### config.mk
export PLATFORM = sky130hd
export DESIGN_NAME = pkt_stat_counters
export DESIGN_NICKNAME = d
export VERILOG_FILES = /design/src/rtl/pkt_stat_pkg.sv /design/src/rtl/pkt_stat_evq.sv /design/src/rtl/pkt_stat_cell.sv /design/src/rtl/pkt_stat_rdmux.sv /design/src/rtl/pkt_stat_counters.sv
export SDC_FILE = /design/constraint.sdc
export NUM_CORES = 1
export LEC_CHECK = 0
export BUFFER_PORTS_ARGS = -buffer_cell sky130_fd_sc_hd__buf_2
export CAP_MARGIN = 5
export CORE_MARGIN = 3
export CORE_UTILIZATION = 40
export DETAILED_ROUTE_END_ITERATION = 6
export PLACE_DENSITY = 0.63
export SYNTH_ARGS = -nofsm -noshare
export SYNTH_HDL_FRONTEND = slang
export SYNTH_SLANG_ARGS = --single-unit
### constraint.sdc
create_clock -name clk -period 3.45 [get_ports clk]
set_input_delay 0.345 -clock clk [delete_from_list [all_inputs] [get_ports clk]]
set_output_delay 0.345 -clock clk [all_outputs]
set_load 0.01 [all_outputs]
### src/rtl/pkt_stat_pkg.sv
package pkt_stat_pkg;
   localparam int NUM_CTR  = 6;
   localparam int WORDS_PC = 2;

   typedef enum logic [2:0] {
      CTR_TX_SOP = 3'd0,
      CTR_TX_EOP = 3'd1,
      CTR_TX_ERR = 3'd2,
      CTR_RX_SOP = 3'd3,
      CTR_RX_EOP = 3'd4,
      CTR_RX_ERR = 3'd5
   } ctr_idx_e;

   typedef struct packed {
      logic valid;
      logic sop;
      logic eop;
      logic err;
   } strobe_t;
endpackage

### src/rtl/pkt_stat_evq.sv
module pkt_stat_evq
   import pkt_stat_pkg::*;
(
   input  strobe_t              tx_stb,
   input  strobe_t              rx_stb,
   output logic [NUM_CTR-1:0]   inc_o
);
   always_comb begin
      inc_o             = '0;
      inc_o[CTR_TX_SOP] = tx_stb.valid & tx_stb.sop;
      inc_o[CTR_TX_EOP] = tx_stb.valid & tx_stb.eop;
      inc_o[CTR_TX_ERR] = tx_stb.valid & tx_stb.err;
      inc_o[CTR_RX_SOP] = rx_stb.valid & rx_stb.sop;
      inc_o[CTR_RX_EOP] = rx_stb.valid & rx_stb.eop;
      inc_o[CTR_RX_ERR] = rx_stb.valid & rx_stb.err;
   end
endmodule

### src/rtl/pkt_stat_cell.sv
module pkt_stat_cell #(
   parameter int CNT_W = 64
) (
   input  logic             clk,
   input  logic             rst_n,
   input  logic             clr_i,
   input  logic             inc_i,
   input  logic             snap_i,
   output logic [CNT_W-1:0] live_o,
   output logic [CNT_W-1:0] shadow_o
);
   localparam logic [CNT_W-1:0] STEP = CNT_W'(1);

   always_ff @(posedge clk) begin
      if (!rst_n) begin
         live_o <= '0;
      end else if (clr_i) begin
         live_o <= '0;
      end else if (inc_i) begin
         live_o <= live_o + STEP;
      end
   end

   always_ff @(posedge clk) begin
      if (!rst_n) begin
         shadow_o <= '0;
      end else if (clr_i) begin
         shadow_o <= '0;
      end else if (snap_i) begin
         shadow_o <= live_o;
      end
   end
endmodule

### src/rtl/pkt_stat_rdmux.sv
module pkt_stat_rdmux #(
   parameter int CNT_W    = 64,
   parameter int BUS_W    = 32,
   parameter int N_CTR    = 6,
   parameter int ADDR_W   = 4,
   parameter bit READ_REG = 1'b1
) (
   input  logic                   clk,
   input  logic                   rst_n,
   input  logic [N_CTR*CNT_W-1:0] shadow_flat,
   input  logic [ADDR_W-1:0]      rd_addr,
   output logic [BUS_W-1:0]       rd_data
);
   localparam int HI_W      = CNT_W - BUS_W;
   localparam int NUM_WORDS = 2 * N_CTR;

   logic [BUS_W-1:0] words [NUM_WORDS];
   logic [BUS_W-1:0] sel_word;

   for (genvar k = 0; k < N_CTR; k++) begin : g_word
      assign words[2*k] = shadow_flat[k*CNT_W +: BUS_W];
      if (HI_W == BUS_W) begin : g_full_hi
         assign words[2*k+1] = shadow_flat[k*CNT_W+BUS_W +: HI_W];
      end else begin : g_pad_hi
         assign words[2*k+1] = {{(BUS_W-HI_W){1'b0}},
                                shadow_flat[k*CNT_W+BUS_W +: HI_W]};
      end
   end

   always_comb begin
      sel_word = '0;
      for (int w = 0; w < NUM_WORDS; w++) begin
         if (int'(rd_addr) == w) sel_word = words[w];
      end
   end

   if (READ_REG) begin : g_reg_read
      always_ff @(posedge clk) begin
         if (!rst_n) rd_data <= '0;
         else        rd_data <= sel_word;
      end
   end else begin : g_comb_read
      logic unused_clk;
      assign unused_clk = clk ^ rst_n;
      assign rd_data    = sel_word;
   end
endmodule

### src/rtl/pkt_stat_counters.sv
module pkt_stat_counters
   import pkt_stat_pkg::*;
#(
   parameter int CNT_W    = 64,
   parameter int BUS_W    = 32,
   parameter int ADDR_W   = 4,
   parameter bit READ_REG = 1'b1
) (
   input  logic              clk,
   input  logic              rst_n,
   input  logic              tx_valid,
   input  logic              tx_sop,
   input  logic              tx_eop,
   input  logic              tx_err,
   input  logic              rx_valid,
   input  logic              rx_sop,
   input  logic              rx_eop,
   input  logic              rx_err,
   input  logic              snap_req,
   input  logic              clear_req,
   input  logic              pkt_end_clr,
   input  logic [ADDR_W-1:0] rd_addr,
   output logic [BUS_W-1:0]  rd_data,
   output logic              snap_avail
);
   localparam int NUM_WORDS = NUM_CTR * WORDS_PC;

   if (CNT_W <= BUS_W) begin : g_bad_narrow
      $error("CNT_W must exceed BUS_W");
   end
   if (CNT_W > 2 * BUS_W) begin : g_bad_wide
      $error("CNT_W must fit in two bus words");
   end
   if (ADDR_W < $clog2(NUM_WORDS)) begin : g_bad_addr
      $error("ADDR_W too small for the counter words");
   end

   strobe_t                    tx_stb, rx_stb;
   logic [NUM_CTR-1:0]         inc;
   logic                       clr_any;
   logic [NUM_CTR*CNT_W-1:0]   live_flat;
   logic [NUM_CTR*CNT_W-1:0]   shadow_flat;

   assign tx_stb  = '{valid: tx_valid, sop: tx_sop, eop: tx_eop, err: tx_err};
   assign rx_stb  = '{valid: rx_valid, sop: rx_sop, eop: rx_eop, err: rx_err};
   assign clr_any = clear_req | pkt_end_clr;

   pkt_stat_evq u_evq (
      .tx_stb (tx_stb),
      .rx_stb (rx_stb),
      .inc_o  (inc)
   );

   for (genvar k = 0; k < NUM_CTR; k++) begin : g_ctr
      pkt_stat_cell #(.CNT_W(CNT_W)) u_cell (
         .clk      (clk),
         .rst_n    (rst_n),
         .clr_i    (clr_any),
         .inc_i    (inc[k]),
         .snap_i   (snap_req),
         .live_o   (live_flat[k*CNT_W +: CNT_W]),
         .shadow_o (shadow_flat[k*CNT_W +: CNT_W])
      );
   end

   always_ff @(posedge clk) begin
      if (!rst_n)        snap_avail <= 1'b0;
      else if (clr_any)  snap_avail <= 1'b0;
      else if (snap_req) snap_avail <= 1'b1;
   end

   pkt_stat_rdmux #(
      .CNT_W    (CNT_W),
      .BUS_W    (BUS_W),
      .N_CTR    (NUM_CTR),
      .ADDR_W   (ADDR_W),
      .READ_REG (READ_REG)
   ) u_rdmux (
      .clk         (clk),
      .rst_n       (rst_n),
      .shadow_flat (shadow_flat),
      .rd_addr     (rd_addr),
      .rd_data     (rd_data)
   );
endmodule

# == After elaboration in Yosys (flattened, before gate mapping) ==
# Index checks and enable logic that the tools add are counted.
# Widths: inputs -> output; s select.
# totals
ff_bits,801
inputBits,17
wordCells,53
# classes
add_sub_neg,6
n_eq_ne,11
mux,12
bitwise,8
n_reduce_logical,2
# op_table
op,n
$add 64x1->64 const B,6
$mux 32,12
$eq 4x4->1 const B,8
$eq 4x3->1 const B,2
$and 1x1->1,6
$eq 4x2->1 const B,1
$logic_not 4->1,1
$reduce_or 2->1,1
$not 1->1,1
$or 1x1->1,1

# == Longest topological paths before layout ==
# Gate-level depths: netlist of run 1.
# depth
ltp_word,13
mapped_depth,9
mapped_depth_nobuf,6

# == Modules after synthesis ==
# A second synthesis of run 1 with hierarchy kept.
# unflattened
hier_cells,4064
area_unflattened_um2,36431.2
# by_module_without_submodules
mod,n_inst,cells_each,area_each_um2,seq_area_each_um2
pkt_stat_cell,6,583,5303.8,2562.5
pkt_stat_rdmux,1,556,4533.1,640.6
pkt_stat_counters,1,4,37.5,20.0
pkt_stat_evq,1,6,37.5,0.0

# == Worst setup path before layout of run 1 ==
# Ideal clock, no wire load.
# synth_path
path_type,reg-to-reg
startpoint,register g_ctr[1].u_cell.live_o[12]
endpoint,register g_ctr[1].u_cell.live_o[55]
setup_time_ps,70
arrival_time_ps,2374
setup_slack_ps,1006
stages_incl_launch_ff,8
n_path_buf,2
period_less_slack_ps,2444
path_cell_list,dfxtp_1 nand4_1 or4_1 buf_2 or4_4 buf_6 or4_1 a21oi_1
# synth_via
elab_chain_cells,1
# synth_rtl
item,line_no,rtl
"start, declared",pkt_stat_cell.sv:9,"output logic [CNT_W-1:0] live_o,"
"start signal, assigned",pkt_stat_cell.sv:20,live_o <= live_o + STEP;
$add 64x1->64,pkt_stat_cell.sv:20,
# Every way passes these cells.
# A chain may end at the register's enable or synchronous reset.

# == Worst setup path in the final report of run 1 ==
# layout_path
startpoint,register g_ctr[5].u_cell.live_o[12]
endpoint,register g_ctr[5].u_cell.live_o[56]
# layout_via
elab_chain_cells,1
# layout_rtl
item,line_no
"start, declared",pkt_stat_cell.sv:9
"start signal, assigned",pkt_stat_cell.sv:20
$add 64x1->64,pkt_stat_cell.sv:20
# Every way passes these cells.

==> run metrics, run 1 <==
Yosys top cell area share 45.1%; Req. time, crit path 4010 ps; via count 29,300; Final Hold Viols 0; yosys warns 0; Worst Path Buf+Inv 0; die height 304 um; drc violations 0; RSZ-0062 raised after global routing false; mean post-synth cell area 8.84 um2; Crit Path Max Fanout 18; dpl cell area 37,000 um2; share of layout cells above drive strength 1 8.02%; reg-to-reg startpoint g_ctr[5].u_cell.live_o[12]; switching portion of total power 22.3%; GRT Util Overall 21.3%; crit end category register; maximum buffer depth of the clock tree 3; Crit-path slowest cell or4_1; Initial DRC Count 2,682; Setup TNS 0 ps; arrival time worst endpoint 3440 ps; clock skew 27.9 ps; cts bufs inserted 81; nets@finish 3,986; Pwr Density 491 nW/um2; part of the cycle the worst path needs 83.5%; Syn Inst Count 4,024; syn nets 4,047; status completed; hold path start rx_eop; top_reg_cell synth dfxtp_1; sequential area share after synthesis 45.1%; Leakage 13.3 nW; Pre-antenna DRT Iters 6; Worst Hold Class in -> reg; die area 92,500 um2; Skew-Pair Late Insertion Delay 640 ps; post-CTS setup buffers 0; top-count cell post-synth dfxtp_1; I/O Pins 50; Synth area leaders dfxtp_1 (45%), mux2i_1 (12%), nor2_1 (7.2%); vias in the first global route 26,600; Post-synth EDFFs 0; final wirelength 103 mm; post-CTS sizing 0; CTS tree yes; Placement Setup Slack 542 ps; Max VDD drop 504 uV; Synth Register Bits 801; largest net degree at the start of global routing 155; post-synth top area cell dfxtp_1; Worst Max-Slew Pin Slew 993 ps; RePlAce Congestion 0.911; Initial Utilization 40.7%; Worst Setup Slack, final 570 ps; most used cell along the critical path or4_1; post-route ant nets 0; CTS Sinks 801; root buffer cell clkbuf_16; Final Max Tran Viols 0; NetSw 4.37 mW; Crit Reg-Reg Endpoint g_ctr[5].u_cell.live_o[56]; Hold Path Sink g_ctr[4].u_cell.live_o[1]; I/O Buffers 49; worst hold margin 43.0 ps; Synth top cells by count dfxtp_1 (801), nor2_1 (680), mux2i_1 (422); Clk pwr share 48.2%; DR vias/cell 5.65; CP Cell Sequence nand4_1, or4_1, or2_0, or4_1, a21oi_1; H-Tree Depth 3; cts hold-fix bufs 4; Worst path depth 5; hpwl dp 71.3 mm; CORE AREA 87,400 um2; Placement Rows 108; max incr delay on CP 760 ps; top cell family by delay on the critical path simple AND/OR/NAND/NOR gates; Async SR Flop Fraction 0%; Synth Cell Area 35,600 um2; Tot Pwr 19.6 mW; r2r setup slk 570 ps; Max Clk Rate 347 MHz; Hold Path Stages 3; Setup crit start kind register; Die W 304 um; final setup vio count 0; Gate power share 4.4%; Setup CP Type reg -> reg; first-pass GRT wire length 159 mm; R2R depth 5; Layout area overhead 12.1%; Sequential Power Share 47.4%; Internal Power 15.2 mW; post-DR wirelength/cell 19.8 um; Max Cap Viol 0; Distinct cells, synth 62; Clock transition at path regs 60 ps; Layout Cell Area excl Fill 39,900 um2; fin crit period 2880 ps; grt ovf 0; Slew HR 33.8%; initial antenna violation count 4
[cell type report]
class                   instances  area, um2
diodes                          1       2.50
clock buffers                 123       2500
repair buffers                131       1010
multi-input cells            2879      18300
clock inverters                25        364
inverters                      69        259
fillers                      8393      47600
well taps                    1155       1450
flip-flops and latches        801      16000
[worst min-delay path, cell delays in order]
cell and delay, ps:
buf_2 140, nand3_1 80, a21oi_1 50
[state kept, by name (all words and copies together) (netlist names)]
register	cells
u_rdmux.rd_data	32
g_ctr.u_cell.shadow_o	384
snap_avail	1
g_ctr.u_cell.live_o	384
[placed cells by master (no fill, tap or decap), types with 79 or more instances in the layout]
| master | n |
|---|---|
| o21ai_0 | 140 |
| clkbuf_16 | 85 |
| xnor2_1 | 126 |
| xor2_1 | 81 |
| a21oi_1 | 245 |
| nand4_1 | 120 |
| or3_1 | 95 |
| nor2_1 | 680 |
| or4_1 | 79 |
| nand3_1 | 129 |
| dfxtp_1 | 801 |
| mux2i_1 | 422 |
| nand2_1 | 193 |
[power by group through the flow]
stage               registers (mW)  logic [mW]  clock network, mW
floorplan                     9.50       0.556                  0
global placement              9.49       0.841                  0
detailed placement            9.49       0.843                  0
CTS                           9.29       0.850               9.58
global route                  9.28       0.904               9.92
finish                        9.29       0.862               9.44
[worst max path at each step]
| stage | to | start | slack (ps) |
|---|---|---|---|
| 3_5_place_dp | g_ctr[3].u_cell.live_o[47] | rx_valid | 540 |
| 5_1_grt | g_ctr[5].u_cell.live_o[56] | g_ctr[5].u_cell.live_o[11] | 380 |
| 6_report | g_ctr[5].u_cell.live_o[56] | g_ctr[5].u_cell.live_o[12] | 570 |
| 2_1_floorplan | g_ctr[1].u_cell.live_o[55] | g_ctr[1].u_cell.live_o[12] | 1010 |
| 3_3_place_gp | g_ctr[3].u_cell.live_o[45] | rx_valid | 560 |
| 4_1_cts | g_ctr[5].u_cell.live_o[62] | g_ctr[5].u_cell.live_o[12] | 610 |
[kinds of logic after synthesis]
kind of cell / Yosys count / synth area share, %
XOR/XNOR: 207 / 5.10
AO/OA/AOI/OAI: 632 / 10.8
buffers and inverters: 344 / 3.67
AND/OR/NAND/NOR: 1590 / 22.0
multiplexers: 444 / 13.1
adder cells (fa/ha/maj): 6 / 0.211
flip-flops: 801 / 45.1
[stage by stage]
step	util, %	std cells
2_1_floorplan	-	4024
3_3_place_gp	42.3	5031
3_5_place_dp	42.3	5031
4_1_cts	45.6	5183
5_1_grt	45.6	5183
6_report	45.6	5184
[metal layers]
metal / GRT usage, % / up-vias / routed length (um)
met5: 0 / - / 10
met1: 30.7 / 14000 / 48000
li1: - / 14200 / -
met4: 7.18 / 2 / 3170
met2: 32.4 / 843 / 44600
met3: 3.49 / 144 / 6750
No activity file was read; power rests on OpenSTA's default activity.
==> run 2: changes to the inputs <==
==> constraint.sdc (replaced) <==
create_clock -name clk -period 2.77 [get_ports clk]
set_input_delay 0.277 -clock clk [delete_from_list [all_inputs] [get_ports clk]]
set_output_delay 0.277 -clock clk [all_outputs]
set_load 0.01 [all_outputs]
==> run metrics, run 2 (synthesis results as in run 1) <==
r2r setup slk 150 ps; Gate power share 4.8%; RSZ-0062 raised after global routing false; post-DR wirelength/cell 19.5 um; grt ovf 0; via count 29,600; Req. time, crit path 3320 ps; Clock transition at path regs 60 ps; GRT Util Overall 21.4%; drc violations 6; Die W 304 um; clock skew 27.3 ps; most frequent cells in the layout dfxtp_1 (801), nor2_1 (680), mux2i_1 (422); final wirelength 103 mm; largest net degree at the start of global routing 122; status complete, but fails checks; Internal Power 18.5 mW; Max Cap Viol 0; Pwr Density 593 nW/um2; maximum buffer depth of the clock tree 3; Hold Path Sink g_ctr[3].u_cell.live_o[1]; Final Hold Viols 0; Worst Hold Class in -> reg; # fillers 8,371; Slew HR 31.1%; cts hold-fix bufs 6; I/O Buffers 49; nets@finish 4,056; Clk pwr share 46.9%; vias in the first global route 26,800; share of layout cells above drive strength 1 9.45%; Crit Reg-Reg Endpoint g_ctr[1].u_cell.live_o[51]; hpwl dp 73.4 mm; Pre-antenna DRT Iters 7; post-CTS sizing 0; Placement Rows 108; Placement Setup Slack 109 ps; part of the cycle the worst path needs 94.5%; NetSw 5.43 mW; fin crit period 2620 ps; CTS tree yes; Leakage 13.6 nW; DR vias/cell 5.64; reg-to-reg startpoint g_ctr[1].u_cell.live_o[13]; Hold Path Stages 3; post-CTS setup buffers 0; die height 304 um; Skew-Pair Late Insertion Delay 630 ps; Setup CP Type reg -> reg; R2R depth 5; post-route ant nets 0; Layout area overhead 13.6%; failing checks design-rule violations; final setup vio count 0; first-pass GRT wire length 159 mm; hold path start rx_valid; Worst Max-Slew Pin Slew 1030 ps; Max VDD drop 550 uV; CTS Sinks 801; dpl cell area 37,600 um2; H-Tree Depth 3; Worst Setup Slack, final 153 ps; crit end category register; initial antenna violation count 3; Initial Utilization 40.7%; Layout Cell Area excl Fill 40,400 um2; I/O Pins 50; Largest regs g_ctr.u_cell.live_o: 384 flops, g_ctr.u_cell.shadow_o: 384 flops, u_rdmux.rd_data: 32 flops; arrival time worst endpoint 3170 ps; Initial DRC Count 2,794; switching portion of total power 22.6%; RePlAce Congestion 0.914; Final Max Tran Viols 0; most common cell after layout, fill and taps aside dfxtp_1; Max Clk Rate 382 MHz; Setup crit start kind register; Crit Path Max Fanout 21; worst hold margin 42.4 ps; CORE AREA 87,400 um2; Setup TNS 0 ps; cts bufs inserted 82; Sequential Power Share 48.3%; root buffer cell clkbuf_16; die area 92,500 um2
run 2: changes by cell type in the layout (fill, tap and decap cells not counted), moves of 3 or more:
| cell | delta |
|---|---|
| buf_4 | +55 |
| buf_12 | +12 |
| bufinv_16 | -5 |
| clkinv_2 | +4 |
| clkbuf_1 | +3 |
| clkbuf_8 | -3 |
| inv_6 | -3 |
run 2: routing by layer:
layer,up-vias,wire length [um],track usage [%]
li1,14400,-,-
met1,14300,47500,30.2
met2,808,45700,33.4
met3,151,6440,3.54
met4,2,2920,6.47
met5,-,13,0
run 2: final cells by class:
type	count	area (um2)	area share, %
multi-input cells	2879	18300	45.2
flip-flops and latches	801	16000	39.7
clock buffers	124	2490	6.17
repair buffers	200	1680	4.17
well taps	1155	1450	3.58
inverters	69	259	0.641
clock inverters	24	239	0.591
diodes	1	2.50	0.00619
run 2: per-stage QoR:
| step | std cells | total power, mW | util (%) |
|---|---|---|---|
| 2_1_floorplan | 4024 | 12.5 | - |
| 3_3_place_gp | 5098 | 12.9 | 43.0 |
| 3_5_place_dp | 5098 | 12.9 | 43.0 |
| 4_1_cts | 5252 | 24.1 | 46.2 |
| 5_1_grt | 5252 | 24.6 | 46.2 |
| 6_report | 5253 | 24.0 | 46.2 |
run 2: how the worst max path moves through the flow:
stage | startpoint | end | slack (ps) | cells after the start
final | g_ctr[1].u_cell.live_o[13] | g_ctr[1].u_cell.live_o[51] | 150 | 5
after global placement | rx_valid | g_ctr[5].u_cell.live_o[59] | 140 | 6
after detailed placement | rx_valid | g_ctr[5].u_cell.live_o[57] | 110 | 6
after global routing | g_ctr[1].u_cell.live_o[13] | g_ctr[1].u_cell.live_o[51] | 50 | 5
after CTS | g_ctr[1].u_cell.live_o[13] | g_ctr[1].u_cell.live_o[51] | 160 | 5
after floorplan | g_ctr[1].u_cell.live_o[12] | g_ctr[1].u_cell.live_o[55] | 330 | 7
run 2: worst max-delay path, stage by stage, from the launching register on:
cell and delay, ps:
dfxtp_1 410, nand4_1 180, or4_1 650, or4_4 700, or4_1 440, a21oi_1 150
run 2: power groups by stage:
stage / Clock [mW] / Combinational (mW) / Sequential [mW]
global route: 11.9 / 1.21 / 11.6
finish: 11.2 / 1.15 / 11.6
CTS: 11.4 / 1.13 / 11.6
detailed placement: 0 / 1.12 / 11.8
global placement: 0 / 1.13 / 11.8
floorplan: 0 / 0.693 / 11.8
